## config.mk

```make
export PLATFORM = sky130hd
export DESIGN_NAME = smba_top
export DESIGN_NICKNAME = d
export VERILOG_FILES = /design/src/rtl/smba_pkg.sv /design/src/rtl/smba_insample.sv /design/src/rtl/smba_arb.sv /design/src/rtl/smba_addr_ctr.sv /design/src/rtl/smba_top.sv
export SDC_FILE = /design/constraint.sdc
export NUM_CORES = 1
export LEC_CHECK = 0
export BUFFER_PORTS_ARGS = -buffer_cell sky130_fd_sc_hd__buf_4
export CORE_MARGIN = 2
export CORE_UTILIZATION = 45
export DETAILED_ROUTE_END_ITERATION = 12
export GPL_TIMING_DRIVEN = 0
export PLACE_DENSITY = 0.81
export SLEW_MARGIN = 15
export SYNTH_ARGS = -nofsm -noshare
export SYNTH_HDL_FRONTEND = slang
export SYNTH_SLANG_ARGS = --single-unit
```

## constraint.sdc

```tcl
create_clock -name clk -period 3.5 [get_ports clk]
set_input_delay 0 -clock clk [delete_from_list [all_inputs] [get_ports clk]]
set_output_delay 0 -clock clk [all_outputs]
set_load 0.02 [all_outputs]
```

## src/rtl/smba_pkg.sv

```systemverilog
package smba_pkg;

    typedef enum logic [2:0] {
        ST_IDLE,
        ST_DELAY,
        ST_ACT,
        ST_RDY,
        ST_GRANT,
        ST_DEV
    } arb_state_e;

    // Sampled control inputs, all active high
    typedef struct packed {
        logic sel;
        logic stb;
        logic rd;
        logic mem;
        logic req;
        logic ack;
        logic inc;
        logic abort;
        logic mclr;
        logic cpu_rst;
        logic area;
        logic dcs;
        logic doe;
        logic dwe;
    } ctl_s;

    typedef struct packed {
        logic cs;
        logic oe;
        logic we;
    } ram_strb_s;

    function automatic ram_strb_s cpu_ram_strobes(input logic active, input logic mem, input logic rd);
        ram_strb_s r;
        r.cs = active & mem;
        r.oe = active & mem & rd;
        r.we = active & mem & ~rd;
        return r;
    endfunction

endpackage

```

## src/rtl/smba_insample.sv

```systemverilog
module smba_insample
    import smba_pkg::*;
(
    input  logic clk,
    input  logic rst,
    input  ctl_s raw,
    output ctl_s smp
);

    always_ff @(posedge clk) begin
        if (rst) smp <= '0;
        else     smp <= raw;
    end

endmodule

```

## src/rtl/smba_arb.sv

```systemverilog
module smba_arb
    import smba_pkg::*;
#(
    parameter int CPU_DLY = 2
) (
    input  logic       clk,
    input  logic       rst,
    input  ctl_s       smp,
    output arb_state_e state,
    output logic       cyc_rd,
    output logic       cyc_mem
);

    localparam int CW = $clog2(CPU_DLY + 1);
    localparam logic [CW-1:0] LAST = CW'(CPU_DLY - 2);

    arb_state_e    st_q, st_d;
    logic [CW-1:0] cnt_q, cnt_d;
    logic          armed_q, armed_d;
    logic          rd_q, rd_d, mem_q, mem_d;
    logic          cpu_pend, dev_drop;

    always_comb begin
        cpu_pend = smp.sel & smp.stb & armed_q;
        dev_drop = ~smp.req | smp.abort;
        st_d  = st_q;
        cnt_d = cnt_q;
        rd_d  = rd_q;
        mem_d = mem_q;
        case (st_q)
            ST_IDLE: begin
                if (smp.req) begin
                    st_d = ST_GRANT;
                end else if (cpu_pend) begin
                    st_d  = ST_DELAY;
                    cnt_d = '0;
                    rd_d  = smp.rd;
                    mem_d = smp.mem;
                end
            end
            ST_DELAY: begin
                if (cnt_q == LAST) st_d = ST_ACT;
                else               cnt_d = cnt_q + 1'b1;
            end
            ST_ACT:   st_d = ST_RDY;
            ST_RDY:   st_d = ST_IDLE;
            ST_GRANT: begin
                if (dev_drop)     st_d = ST_IDLE;
                else if (smp.ack) st_d = ST_DEV;
            end
            ST_DEV:   if (dev_drop) st_d = ST_IDLE;
            default:  st_d = ST_IDLE;
        endcase
        if (st_q == ST_RDY)            armed_d = 1'b0;
        else if (!(smp.sel & smp.stb)) armed_d = 1'b1;
        else                           armed_d = armed_q;
    end

    always_ff @(posedge clk) begin
        if (rst || smp.mclr) begin
            st_q    <= ST_IDLE;
            cnt_q   <= '0;
            armed_q <= 1'b1;
            rd_q    <= 1'b0;
            mem_q   <= 1'b0;
        end else begin
            st_q    <= st_d;
            cnt_q   <= cnt_d;
            armed_q <= armed_d;
            rd_q    <= rd_d;
            mem_q   <= mem_d;
        end
    end

    assign state   = st_q;
    assign cyc_rd  = rd_q;
    assign cyc_mem = mem_q;

endmodule

```

## src/rtl/smba_addr_ctr.sv

```systemverilog
module smba_addr_ctr #(
    parameter int ADDR_W = 16
) (
    input  logic              clk,
    input  logic              rst,
    input  logic              clr,
    input  logic              en,
    input  logic              inc,
    output logic [ADDR_W-1:0] addr
);

    logic inc_prev_q;

    always_ff @(posedge clk) begin
        if (rst) begin
            addr       <= '0;
            inc_prev_q <= 1'b0;
        end else begin
            inc_prev_q <= inc;
            if (clr)                          addr <= '0;
            else if (en && inc && !inc_prev_q) addr <= addr + 1'b1;
        end
    end

endmodule

```

## src/rtl/smba_top.sv

```systemverilog
module smba_top
    import smba_pkg::*;
#(
    parameter int ADDR_W  = 16,
    parameter int CPU_DLY = 2
) (
    input  logic              clk,
    input  logic              rst,
    input  logic              cpu_sel,
    input  logic              cpu_strobe,
    input  logic              cpu_rd,
    input  logic              cpu_mem,
    input  logic              cpu_reset,
    output logic              cpu_rdy,
    output logic              io_en_n,
    input  logic              bus_req,
    output logic              bus_grant,
    input  logic              bus_ack,
    input  logic              dev_cs_n,
    input  logic              dev_oe_n,
    input  logic              dev_we_n,
    input  logic              adr_inc,
    input  logic              new_proto_n,
    input  logic              mclr_n,
    input  logic              area_req,
    output logic              area_sel,
    output logic              ram_cs_n,
    output logic              ram_oe_n,
    output logic              ram_we_n,
    output logic              ext_en_n,
    output logic              ext_ld_n,
    output logic [ADDR_W-1:0] dma_addr,
    output logic              ext_rst_n
);

    ctl_s       raw, smp;
    arb_state_e arb_state;
    logic       cyc_rd, cyc_mem;
    logic       cpu_phase, dev_own;
    ram_strb_s  cpu_strb, ram_strb;
    logic       area_q;

    always_comb begin
        raw.sel     = cpu_sel;
        raw.stb     = cpu_strobe;
        raw.rd      = cpu_rd;
        raw.mem     = cpu_mem;
        raw.req     = bus_req;
        raw.ack     = bus_ack;
        raw.inc     = adr_inc;
        raw.abort   = ~new_proto_n;
        raw.mclr    = ~mclr_n;
        raw.cpu_rst = cpu_reset;
        raw.area    = area_req;
        raw.dcs     = ~dev_cs_n;
        raw.doe     = ~dev_oe_n;
        raw.dwe     = ~dev_we_n;
    end

    smba_insample u_insample (
        .clk (clk),
        .rst (rst),
        .raw (raw),
        .smp (smp)
    );

    smba_arb #(.CPU_DLY(CPU_DLY)) u_arb (
        .clk     (clk),
        .rst     (rst),
        .smp     (smp),
        .state   (arb_state),
        .cyc_rd  (cyc_rd),
        .cyc_mem (cyc_mem)
    );

    assign dev_own = (arb_state == ST_DEV);

    smba_addr_ctr #(.ADDR_W(ADDR_W)) u_addr (
        .clk  (clk),
        .rst  (rst),
        .clr  (smp.mclr | smp.abort),
        .en   (dev_own),
        .inc  (smp.inc),
        .addr (dma_addr)
    );

    always_ff @(posedge clk) begin
        if (rst || smp.mclr) area_q <= 1'b0;
        else if (!dev_own)   area_q <= smp.area;
    end

    always_comb begin
        cpu_phase = (arb_state == ST_ACT) || (arb_state == ST_RDY);
        cpu_strb  = cpu_ram_strobes(cpu_phase, cyc_mem, cyc_rd);
        if (dev_own) begin
            ram_strb.cs = smp.dcs;
            ram_strb.oe = smp.doe;
            ram_strb.we = smp.dwe;
        end else begin
            ram_strb = cpu_strb;
        end
    end

    assign io_en_n   = ~cpu_phase;
    assign cpu_rdy   = (arb_state == ST_RDY);
    assign bus_grant = (arb_state == ST_GRANT) || dev_own;
    assign ram_cs_n  = ~ram_strb.cs;
    assign ram_oe_n  = ~ram_strb.oe;
    assign ram_we_n  = ~ram_strb.we;
    assign ext_en_n  = ~(cpu_phase & ~cyc_mem & cyc_rd);
    assign ext_ld_n  = ~(cpu_phase & ~cyc_mem & ~cyc_rd);
    assign area_sel  = area_q;
    assign ext_rst_n = ~(smp.cpu_rst | smp.mclr);

endmodule

```

==> metrics.cfg <==
[timing]
slew-limit-headroom=0.714
final_max_slew_viol_count=0
tightest_slew_ns=0.429
fin_crit_ns=1.89
rsz0062_at_grt=no
setup_viol=0
fmax_mhz=528
final.setup.tns_ns=0
finalCritPeriodShare=0.541
clock_skew_ns=0.00505
hold_viol_final=0

[detailed_routing]
viasPerCell=5.13
met3_length_um=230
drt_iter0_markers=124
wl_met1_um=1570
routed_wl_um=3690
drtAntennaViolNets=0
top_layer=met4
firstDrtPassIters=4
wl_per_cell_um=12.0
via_count=1570
drc=0
wl_met2_um=1840

[yosys]
async_flop_share=0
synth_edf_count=0
ys_ff_latch=40
syn_nets=208
yosysSeqAreaShare=0.479
yosys_warnings=0
syn_area_per_cell_um2=8.79
yosysUniqueCellTypes=39
synthCells=190
synth-main-ff-cell=dfxtp_1
synth_area_mm2=0.00167

[die]
die_w_um=64.9
coreArea_mm2=0.00361
ioPinCount=42
die_area_mm2=0.00422
initial_core_util=0.463
rows=22
die_y_um=64.9

[job]
cap_violations=0

[worst_setup_path]
crit_buf_inv=0
critical_path.max_fanout=7
cp_slowest_cell=or4_4
critical_path.cell_chain=nand4_2 -> or4_4 -> or4_1 -> a21oi_1
worstSetupPathType=reg -> reg
crit_required_ns=3.73
crit_path_max_incr_delay_ns=0.59
cp-start-kind=flip-flop
crit_arrival_ns=2.12
end_kind=flip-flop
cp_top_family=simple AND/OR/NAND/NOR gates

[power_and_ir_drop]
power_leakage_nw=0.926
ir_worst_vdd_v=0.000294
power.switching_w=0.000187
seqPwrFrac=0.500
pwr-share-clk=0.434
share_comb_of_total_power=0.065
power_density_mw_per_mm2=399
intPower_w=0.000752
p_sw_frac=0.199

[cts]
cts_root_buf=clkbuf_8
post_cts_buffers=0
clkSinkCount=40
postCtsHoldBufs=19
cts_resized=0
cts_buffers=5
clkLatencyLatePin_ns=0.29
htree_levels=2
clockBufferDepth=2
clk_pin_slew_ns=0.08
cts_tree=done

[final_layout]
stdcell_area_mm2=0.00235
final_nets=275
diodes=0
final_cell_mix=41 x buf_4, 40 x dfxtp_1, 26 x nor2_1
final_common_cell=buf_4
drive_above_1_share=0.225
area_growth_pct=41.0

[global_routing]
grt_pass1_vias=1481
antenna_found_initial=0
grt_pass1_wl_um=6270
globalRouteTotalUtil=0.191
grt_max_degree=13
grt.overflow.total=0

[worst_hold_path]
hold_class=in -> reg

[place]
hpwl_um=2490
gp_congestion=0.731
placed_area_mm2=0.00204
io_buffers=41

[run_status]
status=finished, final reports clean

-- tightest hold or removal path, stage by stage --
cell	delay [ns]
dlygate4sd3_1	0.53
buf_4	0.10
nor2_1	0.03
-- layout make-up --
type	count	area (um2)
Fill cell	292	1250
Multi-Input combinational cell	134	806
Sequential cell	40	801
Timing Repair Buffer	60	498
Clock buffer	7	96.3
Tap cell	48	60.1
Buffer	8	33.8
Clock inverter	1	30.0
Inverter	8	30.0
-- power by group through the flow --
stage	Combinational (W)	Clock (W)	Sequential [W]
floorplan	0.0000221	0	0.000479
global placement	0.0000431	0	0.000480
detailed placement	0.0000441	0	0.000480
CTS	0.0000606	0.000416	0.000469
global route	0.0000672	0.000439	0.000471
finish	0.0000615	0.000408	0.000470
-- logic make-up (layout without fill, tap and decap cells) --
| logic type | after synthesis | count (layout) | synth area share |
|---|---|---|---|
| fa+ha+maj | 2 | 2 | 0.0150 |
| flops | 40 | 40 | 0.479 |
| compound gates | 28 | 28 | 0.0966 |
| buf+inv | 16 | 84 | 0.0382 |
| xor+xnor | 7 | 7 | 0.0367 |
| simple gates | 93 | 93 | 0.310 |
| mux | 4 | 4 | 0.0240 |
-- worst paths after layout --
check / from / end / slack (ns) / depth (start not counted)
max: u_addr.addr[3]$_SDFFE_PP0P_ / u_addr.addr[14]$_SDFFE_PP0P_ / 1.61 / 4
min: dev_we_n / u_insample.smp[0]$_SDFF_PP0_ / 0.42 / 3
max reg2reg: u_addr.addr[3]$_SDFFE_PP0P_ / u_addr.addr[14]$_SDFFE_PP0P_ / 1.61 / 4
min reg2reg: u_arb.cnt_q[0]$_SDFFE_PP0P_ / u_arb.cnt_q[0]$_SDFFE_PP0P_ / 0.47 / 2
-- through the flow --
| step | hold WS [ns] | cells | util | power (W) | worst slack, ns |
|---|---|---|---|---|---|
| global route | 0.422 | 306 | 0.653 | 0.000977 | 1.49 |
| finish | 0.416 | 306 | 0.653 | 0.000939 | 1.61 |
| global placement | 0.152 | 279 | 0.565 | 0.000523 | 1.65 |
| CTS | 0.387 | 306 | 0.653 | 0.000946 | 1.62 |
| floorplan | 0.0667 | 190 | - | 0.000502 | 1.64 |
| detailed placement | 0.154 | 279 | 0.565 | 0.000524 | 1.62 |
-- cells in the mapped netlist (2+ instances only) --
library cell / n / area share
a31oi_1: 4 / 0.015
o21ai_0: 8 / 0.024
xnor2_1: 4 / 0.021
and2_1: 3 / 0.011
nand4_2: 2 / 0.015
dfxtp_1: 40 / 0.48
a21oi_1: 11 / 0.033
nor2b_1: 12 / 0.045
nand3_1: 7 / 0.021
or4_1: 2 / 0.0090
nand4b_1: 2 / 0.010
nand2_1: 10 / 0.022
xor2_1: 3 / 0.016
nor3_1: 4 / 0.012
o31ai_1: 2 / 0.0090
nand2b_1: 3 / 0.011
nor2_1: 26 / 0.058
buf_2: 3 / 0.0090
nor4_1: 2 / 0.0075
inv_1: 8 / 0.018
nand4_1: 3 / 0.011
or3_1: 7 / 0.026
clkbuf_1: 4 / 0.0090
mux2i_1: 4 / 0.024
ha_1: 2 / 0.015
-- metal layers --
layer	GRT usage	vias to the layer above
met5	0	-
met4	0.0638	0
met3	0.0573	5
met2	0.340	51
met1	0.216	722
li1	-	792
-- state kept, by name, indices dropped and copies added, names as in the netlist --
name,cells
area_sel,1
u_addr.addr,16
u_addr.inc_prev_q,1
u_arb.armed_q,1
u_arb.cnt_q,2
u_arb.cyc_mem,1
u_arb.cyc_rd,1
u_arb.state,3
u_insample.smp,14
(Power assumes the default switching activity.)
